File: src/rtl/uw_pkg.sv
package uw_pkg;
    localparam int DATA_W = 16;

    // opcode shared by fill and enable/disable frames
    localparam logic [1:0] OPC_CTRL = 2'b00;
    // top two address bits select the control function
    localparam logic [1:0] SEL_FILL = 2'b01;
    localparam logic [1:0] SEL_WEN  = 2'b11;
    localparam logic [1:0] SEL_WDIS = 2'b00;

    typedef enum logic [1:0] {
        CMD_NONE = 2'd0,
        CMD_FILL = 2'd1,
        CMD_WEN  = 2'd2,
        CMD_WDIS = 2'd3
    } uw_cmd_e;
endpackage

File: src/rtl/uw_sync_edge.sv
module uw_sync_edge #(
    parameter int STAGES = 2
) (
    input  logic clk,
    input  logic rst_n,
    input  logic cs,
    input  logic sk,
    input  logic di,
    output logic cs_s,
    output logic di_s,
    output logic sk_rise,
    output logic cs_fall
);
    typedef struct packed {
        logic [STAGES-1:0] cs;
        logic [STAGES-1:0] sk;
        logic [STAGES-1:0] di;
        logic              sk_last;
        logic              cs_last;
    } sync_t;

    sync_t st_d, st_q;

    always_comb begin
        st_d         = st_q;
        st_d.cs      = {st_q.cs[STAGES-2:0], cs};
        st_d.sk      = {st_q.sk[STAGES-2:0], sk};
        st_d.di      = {st_q.di[STAGES-2:0], di};
        st_d.sk_last = st_q.sk[STAGES-1];
        st_d.cs_last = st_q.cs[STAGES-1];
    end

    always_ff @(posedge clk or negedge rst_n) begin
        if (!rst_n) st_q <= '0;
        else        st_q <= st_d;
    end

    assign cs_s    = st_q.cs[STAGES-1];
    assign di_s    = st_q.di[STAGES-1];
    assign sk_rise = st_q.sk[STAGES-1] & ~st_q.sk_last;
    assign cs_fall = ~st_q.cs[STAGES-1] & st_q.cs_last;
endmodule

File: src/rtl/uw_cmd_rx.sv
module uw_cmd_rx
    import uw_pkg::*;
#(
    parameter int AW = 6,
    parameter int DW = 16
) (
    input  logic          clk,
    input  logic          rst_n,
    input  logic          cs_s,
    input  logic          di_s,
    input  logic          sk_rise,
    input  logic          cs_fall,
    input  logic          hold,
    output uw_cmd_e       cmd,
    output logic [DW-1:0] cmd_data,
    output logic          shifting
);
    localparam int FRAME_W  = 2 + AW + DW;
    localparam int LEN_FILL = 1 + FRAME_W;
    localparam int LEN_CTL  = 3 + AW;
    localparam int CNT_MAX  = LEN_FILL + 1;
    localparam int CNT_W    = $clog2(CNT_MAX + 1);

    typedef struct packed {
        logic               started;
        logic [CNT_W-1:0]   cnt;
        logic [FRAME_W-1:0] sreg;
        uw_cmd_e            cmd;
        logic [DW-1:0]      data;
    } rx_t;

    rx_t rx_d, rx_q;

    always_comb begin
        rx_d     = rx_q;
        rx_d.cmd = CMD_NONE;
        if (cs_fall) begin
            if (rx_q.started && !hold) begin
                if (rx_q.cnt == CNT_W'(LEN_FILL) &&
                    rx_q.sreg[FRAME_W-1 -: 4] == {OPC_CTRL, SEL_FILL}) begin
                    rx_d.cmd  = CMD_FILL;
                    rx_d.data = rx_q.sreg[DW-1:0];
                end else if (rx_q.cnt == CNT_W'(LEN_CTL)) begin
                    if (rx_q.sreg[AW+1 -: 4] == {OPC_CTRL, SEL_WEN})
                        rx_d.cmd = CMD_WEN;
                    else if (rx_q.sreg[AW+1 -: 4] == {OPC_CTRL, SEL_WDIS})
                        rx_d.cmd = CMD_WDIS;
                end
            end
            rx_d.started = 1'b0;
            rx_d.cnt     = '0;
            rx_d.sreg    = '0;
        end else if (!cs_s || hold) begin
            rx_d.started = 1'b0;
            rx_d.cnt     = '0;
            rx_d.sreg    = '0;
        end else if (sk_rise) begin
            if (!rx_q.started) begin
                if (di_s) begin
                    rx_d.started = 1'b1;
                    rx_d.cnt     = CNT_W'(1);
                end
            end else begin
                if (rx_q.cnt != CNT_W'(CNT_MAX))
                    rx_d.cnt = rx_q.cnt + 1'b1;
                rx_d.sreg = {rx_q.sreg[FRAME_W-2:0], di_s};
            end
        end
    end

    always_ff @(posedge clk or negedge rst_n) begin
        if (!rst_n) begin
            rx_q.started <= 1'b0;
            rx_q.cnt     <= '0;
            rx_q.sreg    <= '0;
            rx_q.cmd     <= CMD_NONE;
            rx_q.data    <= '0;
        end else begin
            rx_q <= rx_d;
        end
    end

    assign cmd      = rx_q.cmd;
    assign cmd_data = rx_q.data;
    assign shifting = rx_q.started;
endmodule

File: src/rtl/uw_mem_array.sv
module uw_mem_array #(
    parameter int          DW    = 16,
    parameter int          DEPTH = 16,
    parameter logic [DW-1:0] INIT = '1
) (
    input  logic                       clk,
    input  logic                       rst_n,
    input  logic                       we_all,
    input  logic [DW-1:0]              wdata,
    output logic [DEPTH-1:0][DW-1:0]   words
);
    for (genvar i = 0; i < DEPTH; i++) begin : g_word
        logic [DW-1:0] w_d, w_q;

        always_comb begin
            w_d = w_q;
            if (we_all) w_d = wdata;
        end

        always_ff @(posedge clk or negedge rst_n) begin
            if (!rst_n) w_q <= INIT;
            else        w_q <= w_d;
        end

        assign words[i] = w_q;
    end
endmodule

File: src/rtl/uw_wral_slave.sv
module uw_wral_slave
    import uw_pkg::*;
#(
    parameter int            AW          = 6,
    parameter int            DW          = DATA_W,
    parameter int            DEPTH       = 16,
    parameter int            BUSY_CYCLES = 64,
    parameter int            SYNC_STAGES = 2,
    parameter logic [DW-1:0] INIT        = '1,
    localparam int           DBG_AW      = $clog2(DEPTH)
) (
    input  logic              clk,
    input  logic              rst_n,
    input  logic              cs,
    input  logic              sk,
    input  logic              di,
    output logic              do_o,
    output logic              do_oe,
    input  logic [DBG_AW-1:0] dbg_addr,
    output logic [DW-1:0]     dbg_data
);
    localparam int BUSY_W = $clog2(BUSY_CYCLES + 1);

    typedef struct packed {
        logic              wel;
        logic              busy;
        logic [BUSY_W-1:0] timer;
        logic              status;
    } ctl_t;

    ctl_t ctl_d, ctl_q;

    logic                     cs_s, di_s, sk_rise, cs_fall;
    uw_cmd_e                  cmd;
    logic [DW-1:0]            cmd_data;
    logic                     shifting;
    logic                     we_all;
    logic [DEPTH-1:0][DW-1:0] mem_words;
    logic                     wel_q, busy_q, status_q;

    uw_sync_edge #(.STAGES(SYNC_STAGES)) u_sync (
        .clk     (clk),
        .rst_n   (rst_n),
        .cs      (cs),
        .sk      (sk),
        .di      (di),
        .cs_s    (cs_s),
        .di_s    (di_s),
        .sk_rise (sk_rise),
        .cs_fall (cs_fall)
    );

    uw_cmd_rx #(.AW(AW), .DW(DW)) u_rx (
        .clk      (clk),
        .rst_n    (rst_n),
        .cs_s     (cs_s),
        .di_s     (di_s),
        .sk_rise  (sk_rise),
        .cs_fall  (cs_fall),
        .hold     (ctl_q.status),
        .cmd      (cmd),
        .cmd_data (cmd_data),
        .shifting (shifting)
    );

    uw_mem_array #(.DW(DW), .DEPTH(DEPTH), .INIT(INIT)) u_mem (
        .clk    (clk),
        .rst_n  (rst_n),
        .we_all (we_all),
        .wdata  (cmd_data),
        .words  (mem_words)
    );

    always_comb begin
        ctl_d  = ctl_q;
        we_all = 1'b0;
        if (ctl_q.busy) begin
            if (ctl_q.timer <= BUSY_W'(1)) begin
                ctl_d.busy  = 1'b0;
                ctl_d.timer = '0;
            end else begin
                ctl_d.timer = ctl_q.timer - 1'b1;
            end
        end
        if (ctl_q.status && !ctl_q.busy && !cs_s)
            ctl_d.status = 1'b0;
        if (!ctl_q.status) begin
            unique case (cmd)
                CMD_WEN:  ctl_d.wel = 1'b1;
                CMD_WDIS: ctl_d.wel = 1'b0;
                CMD_FILL: begin
                    if (ctl_q.wel) begin
                        we_all       = 1'b1;
                        ctl_d.busy   = 1'b1;
                        ctl_d.timer  = BUSY_W'(BUSY_CYCLES);
                        ctl_d.status = 1'b1;
                    end
                end
                default: ;
            endcase
        end
    end

    always_ff @(posedge clk or negedge rst_n) begin
        if (!rst_n) ctl_q <= '0;
        else        ctl_q <= ctl_d;
    end

    assign wel_q    = ctl_q.wel;
    assign busy_q   = ctl_q.busy;
    assign status_q = ctl_q.status;

    assign do_oe    = ctl_q.status & cs_s & ~shifting;
    assign do_o     = ~ctl_q.busy;
    assign dbg_data = mem_words[dbg_addr];
endmodule

File: config.mk
export PLATFORM = sky130hd
export DESIGN_NAME = uw_wral_slave
export DESIGN_NICKNAME = d
export VERILOG_FILES = /design/src/rtl/uw_pkg.sv /design/src/rtl/uw_sync_edge.sv /design/src/rtl/uw_cmd_rx.sv /design/src/rtl/uw_mem_array.sv /design/src/rtl/uw_wral_slave.sv
export SDC_FILE = /design/constraint.sdc
export NUM_CORES = 1
export LEC_CHECK = 0
export BUFFER_PORTS_ARGS = -buffer_cell sky130_fd_sc_hd__buf_4
export CAP_MARGIN = 20
export CORE_MARGIN = 1.5
export CORE_UTILIZATION = 55
export CTS_CLUSTER_SIZE = 14
export DETAILED_ROUTE_END_ITERATION = 6
export HOLD_SLACK_MARGIN = 0.03
export PLACE_DENSITY = 0.72
export SLEW_MARGIN = 5
export SYNTH_ARGS = -nofsm -noshare
export SYNTH_HDL_FRONTEND = slang
export SYNTH_HIERARCHICAL = 1
export SYNTH_SLANG_ARGS = --single-unit
export TNS_END_PERCENT = 5
File: constraint.sdc
create_clock -name clk -period 2 [get_ports clk]
set_input_delay 0.2 -clock clk [delete_from_list [all_inputs] [get_ports clk]]
set_output_delay 0.2 -clock clk [all_outputs]
set_load 0.1 [all_outputs]
Word-level counts from Yosys, hierarchy flattened
Index checks and enable logic that the tools add are counted.
- $add $sub $neg: 2
- multipliers: 0
- div/mod/pow operators: 0
- magnitude comparators: 2
- equal/unequal tests: 9
- shift operators: 0
- multiplexer cells: 28
- bitwise operators: 9
- reduce and logical (&&, ||, !) cells: 17
- operators by type and width (cell ; count):
    two-way mux 30 bit ; 3
    binary-select mux 16 bit (select 4 bit) ; 1
    two-way mux 18 bit ; 2
    two-way mux 16 bit ; 2
    two-way mux 9 bit ; 3
    two-way mux 24 bit ; 1
    two-way mux 5 bit ; 2
    two-way mux 2 bit ; 4
    two-way mux 8 bit ; 1
    less-or-equal comparator 7 x 1 -> 1 bit (second input constant) ; 1
    two-way mux 7 bit ; 1
    subtractor 7 x 1 -> 7 bit (second input constant) ; 1
    two-way mux 1 bit ; 6
    two-way mux 6 bit ; 1
    AND reduction 3 bit ; 2
    nonzero test 3 bit ; 2
    adder 5 x 1 -> 5 bit (second input constant) ; 1
    == test 5 x 4 -> 1 bit (second input constant) ; 1
    == test 5 bit (second input constant) ; 1
    less-than comparator 4 x 5 -> 1 bit (second input constant) ; 1
    != test 5 bit (second input constant) ; 1
    inverter 1 bit ; 5
    bitwise AND 1 bit ; 4
    == test 2 bit (second input constant) ; 2
    other kinds (12) ; 18
- bits in registers: 82
- bits in latches: 0
- bits in writable memories: 0
- bits in read-only memories: 0
- output and inout bits: 18
- logic and storage cells: 82
- memories kept: 0

Logic depth before layout (Yosys ltp)
- depth after elaboration: 7
- gate-level depth with buffers: 6
- depth with buffers taken out: 5

Modules after synthesis
Netlist, hierarchy kept.
- modules (own cells, without submodules) (module ; times used ; cells each ; area an instance (um2) ; seq. area each (um2)):
    uw_mem_array ; 1 ; 274 ; 2471.1 ; 420.4
    uw_wral_slave ; 1 ; 193 ; 2416.1 ; 250.2
    uw_cmd_rx ; 1 ; 159 ; 2192.1 ; 1201.2
    uw_sync_edge ; 1 ; 10 ; 227.7 ; 200.2

Worst setup path before layout
OpenSTA, ideal clock, no wires.
- path type: input to output
- from: input dbg_addr[0]
- to: output dbg_data[10]
- data arrival time: 1980 ps
- path slack: -180 ps
- cell stages on the path: 5
- buffers on the path: 2
- cell sequence: buf_2 buf_2 mux4_2 a22oi_1 nand2_1
- cells in the longest elaborated chain, start to end: 2
- RTL lines (what ; line ; source):
    start, declared ; uw_wral_slave.sv:19 ; input logic [DBG_AW-1:0] dbg_addr,
    binary-select mux 16 bit (select 4 bit) ; uw_wral_slave.sv:115 ; assign dbg_data = mem_words[dbg_addr];
    two-way mux 16 bit (not written as such) ; uw_wral_slave.sv:115 ;
    end, declared ; uw_wral_slave.sv:20 ; output logic [DW-1:0] dbg_data
Every way passes these cells. The select of a mux whose other input is x is not followed.

Worst setup path in the final report
- from: register u_mem.g_word[4].w_q[5]
- to: output dbg_data[5]
- cells in the longest elaborated chain, start to end: 2
- RTL lines (what ; line ; source):
    start, declared ; uw_mem_array.sv:13 ; logic [DW-1:0] w_d, w_q;
    start signal, assigned ; uw_mem_array.sv:22 ; else w_q <= w_d;
    binary-select mux 16 bit (select 4 bit) ; uw_wral_slave.sv:115 ;
    two-way mux 16 bit (not written as such) ; uw_wral_slave.sv:115 ;
Every way passes these cells. The select of a mux whose other input is x is not followed.

==> results.json <==
{
  "finalPower_mw": 3.68,
  "syn_inst": 636,
  "syn_avg_cell_area_um2": 11.5,
  "clk_latency_ns": 0.33,
  "final_cells": 581,
  "grt_pass1_wl_um": 16000,
  "p_sw_share_pct": 21.9,
  "fin_skew_ns": 0.00672,
  "dp_cells": 559,
  "portBuffers": 26,
  "max_slew_margin_pct": 62.0,
  "fp.dieH_um": 118,
  "finalHoldViolCount": 0,
  "die_x_um": 118,
  "clock-sinks": 82,
  "root_buffer": "clkbuf_16",
  "yosys.area_share.adder_pct": 0.856,
  "p_switching_mw": 0.804,
  "grt_usage_pct": 13.9,
  "synth.distinct_cells": 53,
  "overflow": 0,
  "drv_cap": 0,
  "dp_hpwl_um": 5760,
  "power_frac_seq_pct": 45.7,
  "fin_crit_sh_pct": 98.3,
  "synth_nets": 650,
  "ir_drop_v": 0.000360,
  "yosysSeqAreaShare_pct": 28.4,
  "r2r_slack_ns": 0.19,
  "grt_max_degree": 43,
  "yosys_warnings": 6,
  "status": "finished clean",
  "clockBufferDepth": 2,
  "crit_type": "flip-flop to output pin",
  "cp-end-kind": "output pin",
  "layout_min_cycle_time_ns": 1.97,
  "diodes": 0,
  "p_int_mw": 2.87,
  "critPathCapture": "dbg_data[5]",
  "synth_edf_count": 0,
  "layout-drive-gt1-share_pct": 47.2,
  "grt_setup_unrepaired": "yes",
  "synth_area_leaders": "buf_4 (27%), dfrtp_1 (23%), mux4_2 (20%)",
  "drtIter0Drc": 219,
  "worstMarginPinSlew_ns": 0.568,
  "critPathLaunchType": "flip-flop",
  "powerDensity_nw_per_um2": 589,
  "design.die.area_um2": 14000,
  "synth_top_family_by_area": "buffers and inverters",
  "finalMaxSlewViolations": 0,
  "r2r_start": "u_rx/rx_q[43]",
  "vias": 3246,
  "finalSetupViolCount": 0,
  "synth.top_cell.area_share_pct": 26.6,
  "holdCritPathClass": "flip-flop to flip-flop",
  "cts_inserted_buffers": 9,
  "grt_pass1_vias": 3224,
  "num-nets-final": 418,
  "vias_per_cell": 5.59,
  "first_pass_iters": 4,
  "yosysTopAreaCell": "buf_4",
  "netlist_area_um2": 7310,
  "area_growth_pct": -14.5,
  "start_util_pct": 57.2,
  "critPathArrivalTime_ns": 1.77,
  "place.gp.congestion": 0.761,
  "ys_ff_latch": 82,
  "synth_compound_area_share_pct": 9.55,
  "wl_um": 9090,
  "drc": 0,
  "grt_antenna_before_repair": 0,
  "core_area_um2": 12800,
  "yosys.area_share.simple_pct": 5.33,
  "pwr-share-clk_pct": 47.3,
  "clock.fmax_mhz": 509,
  "htree_levels": 3,
  "path_clk_slew_ns": 0.06,
  "r2r_cells": 5,
  "ant_nets": 0,
  "critPathLaunch": "u_mem/g_word[4].w_q[5]",
  "synth_mux_area_share_pct": 25.8,
  "async_reset_ff_share_pct": 100,
  "routedWlPerCell_um": 15.6,
  "crit_required_ns": 1.80,
  "cts_tree": "done",
  "synth_flop_cell": "dfrtp_1",
  "crit_fanout": 8,
  "synthXorXnorAreaFrac_pct": 0.240,
  "num_rows": 41,
  "p_leak_nw": 2.59,
  "combPwrFrac_pct": 7.0,
  "r2r-end": "u_rx/cmd_data[15]",
  "ios": 27
}
==> repair_timing <==
action,4_1_cts,5_1_grt
endpoints found under the setup margin,0,15
hold buffers,4,0
setup buffers,0,2
resized for setup,0,25
endpoints found under the hold margin,42,0
==> final cells by class <==
type | instances | area [um^2]
clock buffers | 9 | 225
fillers | 1042 | 6530
well taps | 172 | 215
flip-flops and latches | 82 | 2070
inverters | 11 | 41.3
clock inverters | 7 | 93.8
repair buffers | 47 | 500
multi-input cells | 253 | 3100
==> cell usage in the layout, fill, tap and decap left out, drive strengths merged, types with 2 or more instances in the layout <==
| master | count |
|---|---|
| mux2 | 32 |
| o22ai | 2 |
| dlygate4sd3 | 4 |
| clkinv | 3 |
| nor2b | 4 |
| and4b | 2 |
| or4 | 2 |
| dfstp | 16 |
| clkinvlp | 2 |
| a21oi | 4 |
| ha | 5 |
| nand2 | 24 |
| mux4 | 64 |
| a22o | 28 |
| nand4 | 2 |
| o211ai | 3 |
| dfrtp | 66 |
| nand3 | 2 |
| bufinv | 2 |
| nor2 | 7 |
| a221oi | 2 |
| inv | 11 |
| o21ai | 5 |
| nor3 | 3 |
| and2 | 4 |
| o311ai | 2 |
| a31o | 2 |
| a211oi | 2 |
| clkbuf | 10 |
| and4bb | 2 |
| buf | 42 |
| a22oi | 35 |
==> per-layer routing <==
layer / track usage (%) / routed length, um / up-vias
li1: - / - / 1593
met1: 18.7 / 4330 / 1590
met2: 22.6 / 4390 / 55
met3: 2.85 / 295 / 8
met4: 4.65 / 78 / 0
met5: 0 / 0 / -
==> worst min-delay path by stage <==
stage               depth (start not counted)      startpoint               end  slack [ns]
finish                                      0  u_sync/st_d[5]    u_sync/st_d[1]        0.35
global route                                0  u_sync/st_d[3]       u_sync/di_s        0.36
CTS                                         0  u_sync/st_d[5]    u_sync/st_d[1]        0.35
detailed placement                          1           rst_n  u_rx/cmd_data[8]        0.23
global placement                            1           rst_n  u_rx/cmd_data[8]        0.23
floorplan                                   0           rst_n            busy_q        -0.1
==> sequential cells by signal, summed over array words and instances, names as in the netlist <==
name / cells
status_q: 1
u_sync/cs_s: 1
u_rx/cmd_data: 16
wel_q: 1
u_rx/rx_q: 29
u_sync/st_d: 4
ctl_q: 7
u_mem/g_word.w_q: 16
u_sync/st_q: 2
u_rx/cmd: 2
busy_q: 1
u_rx/shifting: 1
u_sync/di_s: 1
==> per-stage QoR <==
step / setup TNS, ns / cell area, um^2 / hold slack, ns / worst slack, ns / utilization, %
after floorplan: -2.67 / 7310 / -0.0956 / -0.180 / -
after global placement: 0 / 5780 / 0.228 / 0.141 / 45.3
after detailed placement: 0 / 5780 / 0.230 / 0.121 / 45.3
after CTS: 0 / 6140 / 0.346 / 0.0167 / 48.1
after global routing: -0.167 / 6250 / 0.359 / -0.0496 / 48.9
final: 0 / 6250 / 0.347 / 0.0342 / 48.9
==> cell usage after synthesis, types with 3 or more instances <==
cell / count
a21oi_1: 3
a22o_1: 28
a22oi_1: 35
and2_1: 3
buf_1: 3
buf_2: 8
buf_4: 259
buf_6: 7
clkbuf_1: 12
dfrtp_1: 66
dfstp_2: 16
ha_1: 5
inv_1: 11
mux2_2: 12
mux2_4: 20
mux4_2: 64
nand2_1: 24
nor2_1: 7
nor3_1: 3
o211ai_1: 3
o21ai_0: 5
==> power by group through the flow <==
stage,registers [mW],logic (mW),clock network [mW]
2_1_floorplan,1.71,0.161,0
3_3_place_gp,1.71,0.250,0
3_5_place_dp,1.71,0.257,0
4_1_cts,1.68,0.263,1.78
5_1_grt,1.68,0.285,1.85
6_report,1.68,0.259,1.74
==> critical path: stages, from the launching register on <==
cell and delay [ns]:
dfstp_2 0.39, buf_4 0.15, mux4_2 0.46, a22oi_2 0.17
nand2_2 0.09, buf_12 0.17
==> kinds of logic after synthesis <==
group                    Yosys count
buffers and inverters            301
multiplexers                      97
AO/OA/AOI/OAI                     88
flip-flops                        82
AND/OR/NAND/NOR                   61
adder cells (fa/ha/maj)            5
XOR/XNOR                           2
Note: power is estimated with default switching activity, not from simulation.
